File: src/rtl/hec_pkg.sv
// Shared constants, types and the header check code arithmetic.
// Assumes a 5-octet header: 32 protected bits followed by an 8-bit check octet.
package hec_pkg;

    localparam int HDR_OCTETS = 5;
    localparam int HDR_BITS   = HDR_OCTETS * 8;
    localparam int BODY_BITS  = HDR_BITS - 8;
    localparam logic [7:0] GEN_POLY = 8'h07;
    localparam logic [7:0] COSET    = 8'h55;

    typedef enum logic {
        MODE_REPAIR = 1'b0,
        MODE_STRICT = 1'b1
    } chk_mode_e;

    typedef struct packed {
        logic clean;
        logic single;
        logic multi;
    } verdict_t;

    // Serial CRC over the protected bits, MSB first, register preset to zero.
    function automatic logic [7:0] crc8_body(input logic [BODY_BITS-1:0] w);
        logic [7:0] r;
        logic       fb;
        r = '0;
        for (int i = BODY_BITS - 1; i >= 0; i--) begin
            fb = r[7] ^ w[i];
            r  = {r[6:0], 1'b0} ^ (fb ? GEN_POLY : 8'h00);
        end
        return r;
    endfunction

    // Syndrome produced by an error in header bit pos (0 = LSB of check octet).
    function automatic logic [7:0] flip_signature(input int pos);
        logic [BODY_BITS-1:0] w;
        if (pos < 8) begin
            return 8'(1) << pos;
        end
        w = '0;
        w[pos-8] = 1'b1;
        return crc8_body(w);
    endfunction

endpackage

File: src/rtl/hec_syndrome.sv
// Computes the header syndrome and classifies it.
// Purely combinational; the caller presents a full 40-bit header.
// Output flip_mask marks the single bit to invert when verdict.single is set.
module hec_syndrome
    import hec_pkg::*;
(
    input  logic [HDR_BITS-1:0] hdr_in,
    output verdict_t            verdict,
    output logic [HDR_BITS-1:0] flip_mask
);

    logic [7:0] syn;

    // Remove the coset from the received check octet and compare with the CRC.
    always_comb syn = crc8_body(hdr_in[HDR_BITS-1:8]) ^ hdr_in[7:0] ^ COSET;

    // One comparator per header bit against its precomputed error signature.
    for (genvar j = 0; j < HDR_BITS; j++) begin : g_pos
        localparam logic [7:0] SIG = flip_signature(j);
        assign flip_mask[j] = (syn == SIG);
    end

    // Sort the syndrome into clean / single / multi.
    always_comb begin
        verdict.clean  = (syn == 8'h00);
        verdict.single = |flip_mask;
        verdict.multi  = !verdict.clean && !verdict.single;
    end

endmodule

File: src/rtl/hec_mode_fsm.sv
// Two-state repair policy. Evaluates on decide (header complete).
// Assumes verdict is valid whenever decide is high; outputs are combinational.
module hec_mode_fsm
    import hec_pkg::*;
(
    input  logic      clk,
    input  logic      rst_n,
    input  logic      decide,
    input  verdict_t  verdict,
    output logic      pass_cell,
    output logic      apply_fix,
    output logic      drop_cell,
    output chk_mode_e mode
);

    chk_mode_e nxt;

    // Policy and next-state decode for the current header.
    always_comb begin
        unique case (mode)
            MODE_REPAIR: begin
                pass_cell = !verdict.multi;
                apply_fix = verdict.single;
                nxt       = verdict.clean ? MODE_REPAIR : MODE_STRICT;
            end
            default: begin
                pass_cell = verdict.clean;
                apply_fix = 1'b0;
                nxt       = verdict.clean ? MODE_REPAIR : MODE_STRICT;
            end
        endcase
        drop_cell = !pass_cell;
    end

    // Mode register, updated once per header.
    always_ff @(posedge clk) begin
        if (!rst_n) begin
            mode <= MODE_REPAIR;
        end else if (decide) begin
            mode <= nxt;
        end
    end

    p_reset_repair_r1: assert property (@(posedge clk) disable iff (!rst_n)
        $rose(rst_n) |-> mode == MODE_REPAIR);

    p_fix_goes_strict_r3: assert property (@(posedge clk) disable iff (!rst_n)
        (decide && mode == MODE_REPAIR && verdict.single) |=> mode == MODE_STRICT);

    p_multi_goes_strict_r4: assert property (@(posedge clk) disable iff (!rst_n)
        (decide && mode == MODE_REPAIR && verdict.multi) |=> mode == MODE_STRICT);

    p_strict_stays_r5: assert property (@(posedge clk) disable iff (!rst_n)
        (decide && mode == MODE_STRICT && !verdict.clean) |=> mode == MODE_STRICT);

    p_clean_restores_r6: assert property (@(posedge clk) disable iff (!rst_n)
        (decide && verdict.clean) |=> mode == MODE_REPAIR);

endmodule

File: src/rtl/hec_sat_counter.sv
// Saturating event counter; increments on bump and holds at all-ones.
module hec_sat_counter #(
    parameter int W = 16
) (
    input  logic         clk,
    input  logic         rst_n,
    input  logic         bump,
    output logic [W-1:0] cnt
);

    localparam logic [W-1:0] TOP = '1;

    // Count events until the ceiling is reached.
    always_ff @(posedge clk) begin
        if (!rst_n) begin
            cnt <= '0;
        end else if (bump && cnt != TOP) begin
            cnt <= cnt + W'(1);
        end
    end

    p_count_hold_r10: assert property (@(posedge clk) disable iff (!rst_n)
        (cnt == TOP) |=> cnt == TOP);

    p_count_step_r10: assert property (@(posedge clk) disable iff (!rst_n)
        (bump && cnt != TOP) |=> cnt == $past(cnt) + W'(1));

endmodule

File: src/rtl/hec_cell_screen.sv
// Receive-side header check and repair for header-aligned 53-octet cells.
// Assumes cell boundaries are already known (in_sop on header octet 1).
// Every octet passes a HDR_OCTETS-deep line advanced on valid beats, so the
// header verdict is known before any octet of the cell leaves.
module hec_cell_screen
    import hec_pkg::*;
#(
    parameter int CNT_W = 16
) (
    input  logic             clk,
    input  logic             rst_n,
    input  logic             in_valid,
    input  logic             in_sop,
    input  logic [7:0]       in_data,
    output logic             out_valid,
    output logic             out_sop,
    output logic [7:0]       out_data,
    output logic             drop_pulse,
    output logic [CNT_W-1:0] fixed_count,
    output logic [CNT_W-1:0] drop_count
);

    localparam int DEPTH = HDR_OCTETS;
    localparam int IDX_W = $clog2(HDR_OCTETS + 1);
    localparam logic [IDX_W-1:0] IDX_PAYLOAD = IDX_W'(HDR_OCTETS);
    localparam logic [IDX_W-1:0] IDX_LAST    = IDX_W'(HDR_OCTETS - 1);

    logic [IDX_W-1:0]     oct_idx;
    logic [IDX_W-1:0]     cur_idx;
    logic                 hdr_beat;
    logic                 decide;
    logic [BODY_BITS-1:0] hdr_sr;
    logic [HDR_BITS-1:0]  hdr_full;
    logic [HDR_BITS-1:0]  hdr_fixed;
    logic [HDR_BITS-1:0]  flip_mask;
    verdict_t             verdict;
    logic                 pass_cell;
    logic                 apply_fix;
    logic                 drop_cell;
    chk_mode_e            mode;
    logic                 cell_keep;

    logic [7:0] slot_d    [DEPTH];
    logic       slot_v    [DEPTH];
    logic       slot_sop  [DEPTH];
    logic       slot_keep [DEPTH];

    // Position of the current beat within the cell and header completion.
    always_comb begin
        cur_idx   = in_sop ? '0 : oct_idx;
        hdr_beat  = in_valid && (cur_idx < IDX_PAYLOAD);
        decide    = in_valid && (cur_idx == IDX_LAST);
        hdr_full  = {hdr_sr, in_data};
        hdr_fixed = apply_fix ? (hdr_full ^ flip_mask) : hdr_full;
    end

    // Octet index; starts saturated so data before the first in_sop is payload.
    always_ff @(posedge clk) begin
        if (!rst_n) begin
            oct_idx <= IDX_PAYLOAD;
        end else if (hdr_beat) begin
            oct_idx <= cur_idx + IDX_W'(1);
        end
    end

    // Collect the protected header octets.
    always_ff @(posedge clk) begin
        if (!rst_n) begin
            hdr_sr <= '0;
        end else if (hdr_beat) begin
            hdr_sr <= {hdr_sr[BODY_BITS-9:0], in_data};
        end
    end

    // Keep decision for payload octets of the current cell.
    always_ff @(posedge clk) begin
        if (!rst_n) begin
            cell_keep <= 1'b0;
        end else if (decide) begin
            cell_keep <= pass_cell;
        end else if (in_valid && in_sop) begin
            cell_keep <= 1'b0;
        end
    end

    hec_syndrome u_syn (
        .hdr_in    (hdr_full),
        .verdict   (verdict),
        .flip_mask (flip_mask)
    );

    hec_mode_fsm u_fsm (
        .clk       (clk),
        .rst_n     (rst_n),
        .decide    (decide),
        .verdict   (verdict),
        .pass_cell (pass_cell),
        .apply_fix (apply_fix),
        .drop_cell (drop_cell),
        .mode      (mode)
    );

    // Delay line; on the header's last octet rewrite all header slots.
    always_ff @(posedge clk) begin
        if (!rst_n) begin
            for (int i = 0; i < DEPTH; i++) begin
                slot_d[i]    <= '0;
                slot_v[i]    <= 1'b0;
                slot_sop[i]  <= 1'b0;
                slot_keep[i] <= 1'b0;
            end
        end else if (in_valid) begin
            for (int i = 0; i < DEPTH - 1; i++) begin
                slot_d[i]    <= slot_d[i+1];
                slot_v[i]    <= slot_v[i+1];
                slot_sop[i]  <= slot_sop[i+1];
                slot_keep[i] <= slot_keep[i+1];
            end
            slot_d[DEPTH-1]    <= in_data;
            slot_v[DEPTH-1]    <= 1'b1;
            slot_sop[DEPTH-1]  <= in_sop;
            slot_keep[DEPTH-1] <= hdr_beat ? 1'b0 : cell_keep;
            if (decide) begin
                for (int i = 0; i < DEPTH; i++) begin
                    slot_d[i]    <= hdr_fixed[HDR_BITS-1-8*i -: 8];
                    slot_keep[i] <= pass_cell;
                end
            end
        end
    end

    // Output register: the oldest slot leaves when a new octet enters.
    always_ff @(posedge clk) begin
        if (!rst_n) begin
            out_valid  <= 1'b0;
            out_sop    <= 1'b0;
            out_data   <= '0;
            drop_pulse <= 1'b0;
        end else begin
            out_valid  <= in_valid && slot_v[0] && slot_keep[0];
            out_sop    <= in_valid && slot_v[0] && slot_keep[0] && slot_sop[0];
            out_data   <= slot_d[0];
            drop_pulse <= decide && drop_cell;
        end
    end

    hec_sat_counter #(.W(CNT_W)) u_fix_cnt (
        .clk   (clk),
        .rst_n (rst_n),
        .bump  (decide && apply_fix),
        .cnt   (fixed_count)
    );

    hec_sat_counter #(.W(CNT_W)) u_drop_cnt (
        .clk   (clk),
        .rst_n (rst_n),
        .bump  (decide && drop_cell),
        .cnt   (drop_count)
    );

    p_reset_clear_r1: assert property (@(posedge clk) disable iff (!rst_n)
        $rose(rst_n) |-> (fixed_count == '0 && drop_count == '0 && !out_valid));

    p_one_flip_r3: assert property (@(posedge clk) disable iff (!rst_n)
        in_valid |-> $onehot0(flip_mask));

    p_strict_discards_r5: assert property (@(posedge clk) disable iff (!rst_n)
        (decide && mode == MODE_STRICT && !verdict.clean) |=> (drop_pulse && $stable(fixed_count)));

    p_sop_needs_valid_r7: assert property (@(posedge clk) disable iff (!rst_n)
        out_sop |-> out_valid);

    p_no_output_when_idle_r7: assert property (@(posedge clk) disable iff (!rst_n)
        !in_valid |=> !out_valid);

    p_drop_single_cycle_r9: assert property (@(posedge clk) disable iff (!rst_n)
        drop_pulse |=> !drop_pulse);

endmodule

File: config.mk
export PLATFORM = sky130hd
export DESIGN_NAME = hec_cell_screen
export DESIGN_NICKNAME = d
export VERILOG_FILES = /design/src/rtl/hec_pkg.sv /design/src/rtl/hec_syndrome.sv /design/src/rtl/hec_mode_fsm.sv /design/src/rtl/hec_sat_counter.sv /design/src/rtl/hec_cell_screen.sv
export SDC_FILE = /design/constraint.sdc
export NUM_CORES = 1
export LEC_CHECK = 0
export ABC_AREA = 0
export ABC_CLOCK_PERIOD_IN_PS = 5600
export BUFFER_PORTS_ARGS = -buffer_cell sky130_fd_sc_hd__buf_2
export CAP_MARGIN = 20
export CORE_ASPECT_RATIO = 2
export CORE_MARGIN = 2
export CORE_UTILIZATION = 61
export DETAILED_ROUTE_END_ITERATION = 6
export PLACE_DENSITY = 0.8
export SETUP_SLACK_MARGIN = 0.4
export SLEW_MARGIN = 25
export SYNTH_ARGS = -nofsm -noshare
export SYNTH_HDL_FRONTEND = slang
export SYNTH_SLANG_ARGS = --single-unit
File: constraint.sdc
create_clock -name clk -period 5.6 [get_ports clk]
set_input_delay 0.84 -clock clk [delete_from_list [all_inputs] [get_ports clk]]
set_output_delay 0.84 -clock clk [all_outputs]
set_load 0.02 [all_outputs]
==> results of run 1 <==
-- state kept, by name, indices dropped and copies added, names as in the netlist, 3 cells and up --
| name | flops |
|---|---|
| u_fix_cnt.cnt | 16 |
| slot_sop | 5 |
| out_data | 8 |
| u_drop_cnt.cnt | 16 |
| oct_idx | 3 |
| slot_d | 40 |
| hdr_sr | 32 |
| slot_v | 5 |
| slot_keep | 5 |
-- metrics by stage --
stage,setup slack (ns),util (%),total power (uW)
4_1_cts,0.468,69.3,3070
2_1_floorplan,1.44,-,1740
3_5_place_dp,0.366,64.5,1920
5_1_grt,0.412,69.7,3220
6_report,0.615,69.7,3110
3_3_place_gp,0.354,64.4,1910
-- worst reg2reg max path: stages (launching register included) --
cell      delay, ns
dfxtp_1        0.54
xor2_2         0.29
xnor3_1        0.47
xnor3_1        0.46
xnor3_2        0.61
mux2i_1        0.23
buf_4          0.21
nand2b_1       0.35
a21oi_1        0.14
a211oi_2       0.36
a41o_4         0.39
buf_4          0.26
nor3_1         0.09
xnor2_1        0.22
o21ai_0        0.11
-- report_power, final --
group	total (uW)	internal [uW]	switching, uW
Combinational	853	288	565
Sequential	1100	1070	29.9
Clock	1160	677	485
Total	3110	2030	1080
-- kinds of logic (layout without fill, tap and decap cells) --
group                    count (synthesis)  count (layout)  share of synthesized area [%]
AND/OR/NAND/NOR                        352             352                           23.0
XOR/XNOR                               148             148                           19.5
flip-flops                             135             135                           40.7
AO/OA/AOI/OAI                          107             108                           9.08
buffers and inverters                   62             111                           3.79
multiplexers                            25              25                           3.32
adder cells (fa/ha/maj)                  4               4                          0.626
-- cell usage in the layout, fill, tap and decap left out, types with 10 or more instances in the layout --
master	n
o21ai_0	16
nand2_1	139
nor3_1	19
and3_1	21
clkbuf_16	17
and2_1	48
edfxtp_1	55
nor2_1	29
dfxtp_1	79
xnor3_1	10
xor2_1	28
xnor2_1	97
buf_2	54
nand2b_1	12
a21boi_0	34
nand3_1	19
buf_4	17
mux2i_1	17
nor4_1	15
o21ai_1	21
nor3_2	15
-- layout make-up --
type                            count  area, um2  share of cell area (%)
Multi-Input combinational cell    637       4520                    50.2
Tap cell                          152        190                    2.11
Clock buffer                       17        425                    4.73
Clock inverter                     15        184                    2.04
Sequential cell                   135       3250                    36.2
Inverter                            8       30.0                   0.334
Timing Repair Buffer               71        398                    4.42
-- worst max path at each step --
stage | startpoint | endpoint | slack, ns | cells after the start
after floorplan | hdr_sr[26] | slot_d[4][4] | 1.44 | 16
after global routing | hdr_sr[27] | slot_d[3][2] | 0.41 | 14
after global placement | hdr_sr[28] | slot_d[3][2] | 0.35 | 14
final | hdr_sr[27] | slot_d[3][2] | 0.61 | 14
after detailed placement | hdr_sr[28] | slot_d[3][2] | 0.37 | 14
after CTS | hdr_sr[28] | slot_d[1][0] | 0.47 | 15
-- cell usage after synthesis (all sizes together) (2+ instances only) --
cell,n,area share [%]
xor3,2,0.59
o2bb2ai,2,0.22
nor4,19,1.8
nor2b,3,0.23
nor2,30,1.4
nand2,139,6.5
o21ai,37,2.3
nand2b,13,1.0
a31oi,2,0.16
nor4b,3,0.49
a21o,6,0.56
nand3,19,1.2
or2,11,0.86
a31o,2,0.22
mux2,6,0.89
xnor3,13,3.7
nand4,6,0.47
a21boi,34,3.2
dfxtp,80,20
inv,7,0.33
a211oi,3,0.28
xor2,32,3.8
nor3,34,3.1
ha,4,0.63
mux2i,19,2.4
o22ai,3,0.23
clkbuf,37,1.8
o22a,2,0.22
nand3b,3,0.28
and2,49,3.8
edfxtp,55,21
buf,17,1.6
and3,21,1.6
a21oi,4,0.25
xnor2,101,11
-- layer usage --
layer,global-route usage (%),share of wire (%)
met5,0,0
met1,32.7,35
met4,22.8,8.6
met3,5.17,4.5
met2,56.0,52
-- repair_timing --
action                     4_1_cts  5_1_grt
setup buffers                    0        0
cloned                           0        1
setup endpoints to repair        9       64
hold endpoints to repair         0        0
gates resized for setup          2        8
pin swaps                        0        1
==> results.json, run 1 <==
{
  "critPathMaxFanout": 17,
  "syn_nets": 849,
  "cpMaxStageDelayCell": "xnor3_2",
  "grt_max_degree": 90,
  "setup.worst_path.end_class": "register",
  "syn_area_mm2": 0.00800,
  "tightest_slew_ns": 0.853,
  "final_nets": 886,
  "final_area_mm2": 0.00900,
  "r2r_slack_ns": 0.61,
  "slew_headroom_pct": 42.9,
  "fmax_mhz": 201,
  "clk_latency_ns": 0.42,
  "viasPerCell": 6.09,
  "start_kind": "register",
  "cts_tree": "done",
  "drt-pass1-iter-count": 5,
  "ir_worst_vdd_v": 0.000426,
  "die_w_um": 85.0,
  "max-cap-violations": 0,
  "antenna_cells": 0,
  "setup_violations": 0,
  "grt_pass1_vias": 6416,
  "clock-root-buffer": "clkbuf_16",
  "hpwl_mm": 16.1,
  "r2r_cells": 14,
  "path_class": "reg2reg",
  "hold_viol_final": 0,
  "initial_utilization_pct": 61.9,
  "vias": 6301,
  "ant_nets": 0,
  "numPortBuffers": 54,
  "fin_crit_sh_pct": 89.0,
  "async_flop_share_pct": 0,
  "postCtsHoldBufs": 0,
  "avgSynthCellArea_um2": 9.60,
  "area_growth_pct": 12.5,
  "grtUsageTotal_pct": 31.7,
  "core_mm2": 0.0129,
  "antenna_found_initial": 0,
  "synth-seq-area-share_pct": 40.7,
  "status": "finished clean",
  "r2r_start": "hdr_sr[27]",
  "finalClockSkew_ns": 0.0123,
  "leakagePower_uw": 0.00349,
  "hold_depth": 1,
  "yosys_register_bits": 135,
  "ioPinCount": 55,
  "grt_overflow_total": 0,
  "min_from": "slot_d[0][3]",
  "path_delay_family": "XOR/XNOR gates",
  "placementRows": 59,
  "dp_cells": 1002,
  "reg2reg_to": "slot_d[3][2]",
  "numCtsBuffers": 17,
  "cts.clk_slew.worst_paths_ns": 0.06,
  "fillers": 975,
  "wl_per_cell_um": 21.4,
  "yosys.cell_types.count": 64,
  "final_cells": 1035,
  "hold_end": "out_data[3]",
  "die-area_mm2": 0.0141,
  "synthCells": 833,
  "drc": 0,
  "cp_slowest_stage_delay_ns": 0.61,
  "holdWs_ns": 0.453,
  "synth-edff-count": 55,
  "rsz0062_at_grt": "no",
  "wl_mm": 22.1,
  "drive_gt1_share_pct": 18.5,
  "cp.required_ns": 5.76,
  "synth_ff_type": "dfxtp_1",
  "tns_ns": 0,
  "cts_sinks": 135,
  "place_congestion": 1.02,
  "grt_pass1_wl_mm": 34.2,
  "hp-class": "reg2reg",
  "power_density_mw_per_mm2": 346,
  "die_y_um": 166,
  "drt_iter0_markers": 463,
  "slew_violations": 0,
  "post-route-min-period_ns": 4.99,
  "arrival_ns": 5.15,
  "ys_warn_count": 0,
  "htreeDepth": 4,
  "clockBufferDepth": 2,
  "path_cells": "xor2_2 > xnor3_1 > xnor3_1 > xnor3_2 > mux2i_1 > buf_4 > nand2b_1 > a21oi_1 > a211oi_2 > a41o_4 > buf_4 > nor3_1 > xnor2_1 > o21ai_0",
  "dpl_cell_area_mm2": 0.00833,
  "cp_num_buf_inv": 2
}
(Power assumes the default switching activity.)
==> run 2, diff against run 1 <==
- CORE_UTILIZATION: 61 -> 63
- CTS_BUF_LIST: default -> sky130_fd_sc_hd__clkbuf_8
- PLACE_DENSITY: 0.8 -> 0.83
==> run 2 against run 1 <==
Against the previous run: highest routed layer unchanged; combinational power rose by 2%; design area fell by 2.2%; core utilization rose by 0.86 points; cell count did not move; global-route usage rose by 1.2 points; clock skew rose by 0.0043 ns; sequential share of layout area rose by 0.79 points; first-iteration DRC count rose by 27%; hold slack got worse by 0.018 ns; die area fell by 3.1%; fmax fell by 1.1%.
==> results.json, run 2 (synthesized netlist as in run 1, its figures left out) <==
{
  "pwr-share-comb_pct": 31.0,
  "htreeDepth": 4,
  "antenna_cells": 0,
  "area_growth_pct": 10.1,
  "wl_mm": 22.2,
  "fmax_mhz": 198,
  "path_class": "reg2reg",
  "numCtsBuffers": 17,
  "die_y_um": 163,
  "die-area_mm2": 0.0137,
  "finalClockSkew_ns": 0.0166,
  "tightest_slew_ns": 0.862,
  "clockBufferDepth": 2,
  "largest_register_ffs": 40,
  "core_mm2": 0.0125,
  "arrival_ns": 5.22,
  "numPortBuffers": 54,
  "largest_register": "slot_d",
  "max-cap-violations": 0,
  "drive_gt1_share_pct": 18.8,
  "hold_viol_final": 0,
  "wl_per_cell_um": 21.5,
  "grt_pass1_vias": 6208,
  "cts.clk_slew.worst_paths_ns": 0.09,
  "tns_ns": 0,
  "placementRows": 58,
  "grt_pass1_wl_mm": 34.0,
  "hpwl_mm": 16.5,
  "drc": 0,
  "ioPinCount": 55,
  "final_nets": 888,
  "fin_crit_sh_pct": 90.0,
  "final_cells": 1035,
  "critPathMaxFanout": 16,
  "grtUsageTotal_pct": 32.8,
  "reg_top3": "slot_d (40), hdr_sr (32)",
  "cts_sinks": 135,
  "ir_worst_vdd_v": 0.000243,
  "drt-pass1-iter-count": 5,
  "layout_common_cells": "nand2_1 (138), xnor2_1 (97), dfxtp_1 (80)",
  "initial_utilization_pct": 64.1,
  "seq_power_share_pct": 39.3,
  "seq_area_mm2": 0.00325,
  "final_common_cell": "nand2_1",
  "dp_cells": 1002,
  "status": "finished clean",
  "viasPerCell": 6.13,
  "antenna_found_initial": 0,
  "power_density_mw_per_mm2": 317,
  "ant_nets": 0,
  "clock-root-buffer": "clkbuf_8",
  "grt_overflow_total": 0,
  "leakagePower_uw": 0.00340,
  "slew_headroom_pct": 42.3,
  "place_congestion": 1.00,
  "p_switching_uw": 1030,
  "grt_max_degree": 58,
  "cp.required_ns": 5.78,
  "setup_violations": 0,
  "vias": 6349,
  "intPower_uw": 1770,
  "post-route-min-period_ns": 5.04,
  "cts_tree": "done",
  "die_w_um": 83.7,
  "netSwitchingFraction_pct": 36.8,
  "setup.worst_path.end_class": "register",
  "start_kind": "register",
  "slew_violations": 0,
  "drt_iter0_markers": 590,
  "multi_input_area_mm2": 0.00452,
  "hp-class": "reg2reg",
  "fillers": 946,
  "clock_power_share_pct": 29.7,
  "clk_latency_ns": 0.45,
  "rsz0062_at_grt": "no"
}
run 2: changes by cell type in the layout (fill, tap and decap cells not counted), moves of 2 or more:
| cell | delta |
|---|---|
| buf_4 | +2 |
| clkbuf_16 | -17 |
| clkbuf_8 | +17 |
| inv_6 | -3 |
| clkinv_4 | +4 |
run 2: final cells by class:
| class | count | area share (%) |
|---|---|---|
| multi-input cells | 637 | 51.3 |
| flip-flops and latches | 135 | 37.0 |
| repair buffers | 73 | 4.69 |
| clock buffers | 17 | 2.66 |
| well taps | 150 | 2.13 |
| clock inverters | 15 | 1.89 |
| inverters | 8 | 0.341 |
run 2: worst max-delay path, stage by stage, from the launching register on:
cell and delay, ns:
dfxtp_1 0.52, xor2_2 0.25, xnor3_1 0.43, xnor3_1 0.44, xnor3_2 0.62, mux2i_1 0.22
buf_4 0.20, nand2b_1 0.38, a21oi_1 0.15, a211oi_2 0.37, a41o_4 0.43, buf_4 0.21
nor3_1 0.07, xnor2_1 0.33, o21ai_0 0.13
run 2: stage by stage:
step | instance area [um2] | hold WS, ns | power (uW) | util, % | setup WS, ns
2_1_floorplan | 8000 | 0.420 | 1740 | - | 1.44
3_3_place_gp | 8330 | 0.429 | 1920 | 66.8 | 0.355
3_5_place_dp | 8350 | 0.436 | 1930 | 66.9 | 0.227
4_1_cts | 8760 | 0.438 | 2760 | 70.2 | 0.496
5_1_grt | 8800 | 0.470 | 2890 | 70.5 | 0.450
6_report | 8800 | 0.435 | 2790 | 70.5 | 0.560
run 2: routing by layer:
layer	part of all wire, %	track usage (%)	wire length (um)	vias to the layer above
li1	-	-	-	2915
met1	33	32.8	7410	3037
met2	53	59.9	11700	290
met3	4.9	5.20	1100	107
met4	8.9	24.6	1970	0
met5	0	0	0	-
run 2: power by group through the flow:
stage,registers (uW),clock network [uW],logic [uW]
after global routing,1100,874,916
after CTS,1100,834,829
after global placement,1120,0,809
final,1100,828,867
after detailed placement,1120,0,815
after floorplan,1110,0,630
run 2: final timing paths:
kind,cells past startpoint,start,endpoint,slack (ns)
max,14,hdr_sr[28],slot_d[3][4],0.56
min,1,slot_d[0][3],out_data[3],0.44
max reg2reg,14,hdr_sr[28],slot_d[3][4],0.56
min reg2reg,1,slot_d[0][3],out_data[3],0.44
run 2: what timing repair did:
action / 4_1_cts / 5_1_grt
hold buffers: 0 / 0
gates cloned: 0 / 1
buffers inserted: 0 / 0
gates resized for setup: 3 / 7
pin swaps: 0 / 1
endpoints found under the setup margin: 18 / 4
==> run 3, diff against run 2 <==
- CORE_UTILIZATION: 63 -> 60
- PLACE_DENSITY: 0.83 -> 0.79
- SLEW_MARGIN: 25 -> 20
==> run 3 against run 2 <==
Against the previous run: die area rose by 4.8%; critical path depth rose by 1; combinational power rose by 2%; cell count rose by 0.39%; core utilization fell by 2.6 points; critical path type unchanged; largest power group unchanged.
==> results.json, run 3 (synthesized netlist as in run 1, its figures left out) <==
{
  "placementRows": 59,
  "start_kind": "register",
  "cp.required_ns": 5.95,
  "postCtsHoldBufs": 0,
  "path_cells": "xor2_2 > xnor3_1 > xnor2_2 > xor2_2 > xnor2_1 > mux2i_1 > buf_4 > nand2b_1 > a31oi_1 > o21ai_0 > a41o_4 > buf_4 > nand4_1 > xnor2_1 > and2_1",
  "grtUsageTotal_pct": 31.3,
  "path_class": "reg2reg",
  "fmax_mhz": 206,
  "tns_ns": 0,
  "grt_pass1_wl_mm": 33.7,
  "reg_top3": "slot_d (40), hdr_sr (32)",
  "antenna_found_initial": 0,
  "path_delay_family": "XOR/XNOR gates",
  "grt_max_degree": 90,
  "power_density_mw_per_mm2": 322,
  "drc": 0,
  "final_nets": 890,
  "slew_headroom_pct": 44.7,
  "ant_nets": 0,
  "viasPerCell": 5.97,
  "die-area_mm2": 0.0143,
  "fin_crit_sh_pct": 86.7,
  "tightest_slew_ns": 0.828,
  "ioPinCount": 55,
  "drt-pass1-iter-count": 5,
  "max-cap-violations": 0,
  "numCtsBuffers": 17,
  "cpMaxStageDelayCell": "a41o_4",
  "cts.clk_slew.worst_paths_ns": 0.09,
  "cp_num_buf_inv": 2,
  "hpwl_mm": 16.2,
  "wl_per_cell_um": 20.8,
  "hold_viol_final": 0,
  "vias": 6200,
  "leakagePower_uw": 0.00343,
  "critPathMaxFanout": 30,
  "cp_slowest_stage_delay_ns": 0.58,
  "core_mm2": 0.0130,
  "initial_utilization_pct": 61.5,
  "clk_latency_ns": 0.46,
  "htreeDepth": 4,
  "finalClockSkew_ns": 0.0208,
  "hp-class": "reg2reg",
  "rsz0062_at_grt": "no",
  "numPortBuffers": 54,
  "cts_sinks": 135,
  "pre_cts_slack_ns": 0.392,
  "drive_gt1_share_pct": 18.6,
  "largest_register": "slot_d",
  "area_growth_pct": 10.3,
  "die_y_um": 167,
  "clockBufferDepth": 2,
  "final_common_cell": "nand2_1",
  "slew_violations": 0,
  "drt_iter0_markers": 373,
  "clock-root-buffer": "clkbuf_8",
  "antenna_cells": 0,
  "grt_overflow_total": 0,
  "arrival_ns": 5.21,
  "place_congestion": 0.972,
  "status": "finished clean",
  "setup.worst_path.end_class": "register",
  "setup_slack_ns": 0.744,
  "die_w_um": 85.6,
  "setup_violations": 0,
  "cts_tree": "done",
  "ir_worst_vdd_v": 0.000452,
  "post-route-min-period_ns": 4.86,
  "wl_mm": 21.6,
  "largest_register_ffs": 40,
  "layout_common_cells": "nand2_1 (138), xnor2_1 (97), dfxtp_1 (80)",
  "grt_pass1_vias": 6271
}
-- run 3: path summary, 6_finish.rpt --
kind | start | to | slack, ns | cells past startpoint
setup / recovery | hdr_sr[28] | u_drop_cnt.cnt[9] | 0.74 | 15
hold / removal | slot_d[0][2] | out_data[2] | 0.45 | 1
hold reg to reg | slot_d[0][2] | out_data[2] | 0.45 | 1
setup reg to reg | hdr_sr[28] | u_drop_cnt.cnt[9] | 0.74 | 15
-- run 3: per-stage QoR --
stage | total power (uW) | instance area [um2] | utilization (%) | cells | hold slack [ns]
2_1_floorplan | 1740 | 8000 | - | 833 | 0.420
3_3_place_gp | 1970 | 8370 | 64.4 | 1007 | 0.429
3_5_place_dp | 1980 | 8370 | 64.4 | 1007 | 0.434
4_1_cts | 2830 | 8800 | 67.8 | 1039 | 0.452
5_1_grt | 2950 | 8820 | 67.9 | 1039 | 0.474
6_report | 2840 | 8820 | 67.9 | 1039 | 0.454
-- run 3: report_power, final --
group / internal (uW) / leakage, uW / total, uW / switching [uW]
logic: 310 / 0.00196 / 886 / 575
clock network: 416 / 0.000215 / 858 / 442
registers: 1070 / 0.00125 / 1100 / 29.1
total: 1790 / 0.00343 / 2840 / 1050
-- run 3: area by class of cell --
class | count | area (um2)
clock inverter | 15 | 181
clock buffer | 17 | 234
timing repair buffer | 76 | 448
tap | 152 | 190
sequential | 135 | 3250
multi-input combinational | 636 | 4480
fill | 1025 | 4170
inverter | 8 | 30.0
-- run 3: layer usage --
metal	GRT usage (%)	share of wire (%)	routed length [um]
met4	24.1	9.7	2090
met5	0	0	0
met2	55.3	52	11300
met3	5.82	5.2	1120
met1	31.2	33	7080
-- run 3: repair_timing --
item | in CTS | in global routing
buffers inserted | 0 | 0
pin swaps | 0 | 0
hold endpoints to repair | 0 | 0
endpoints found under the setup margin | 12 | 39
gates resized for setup | 2 | 3
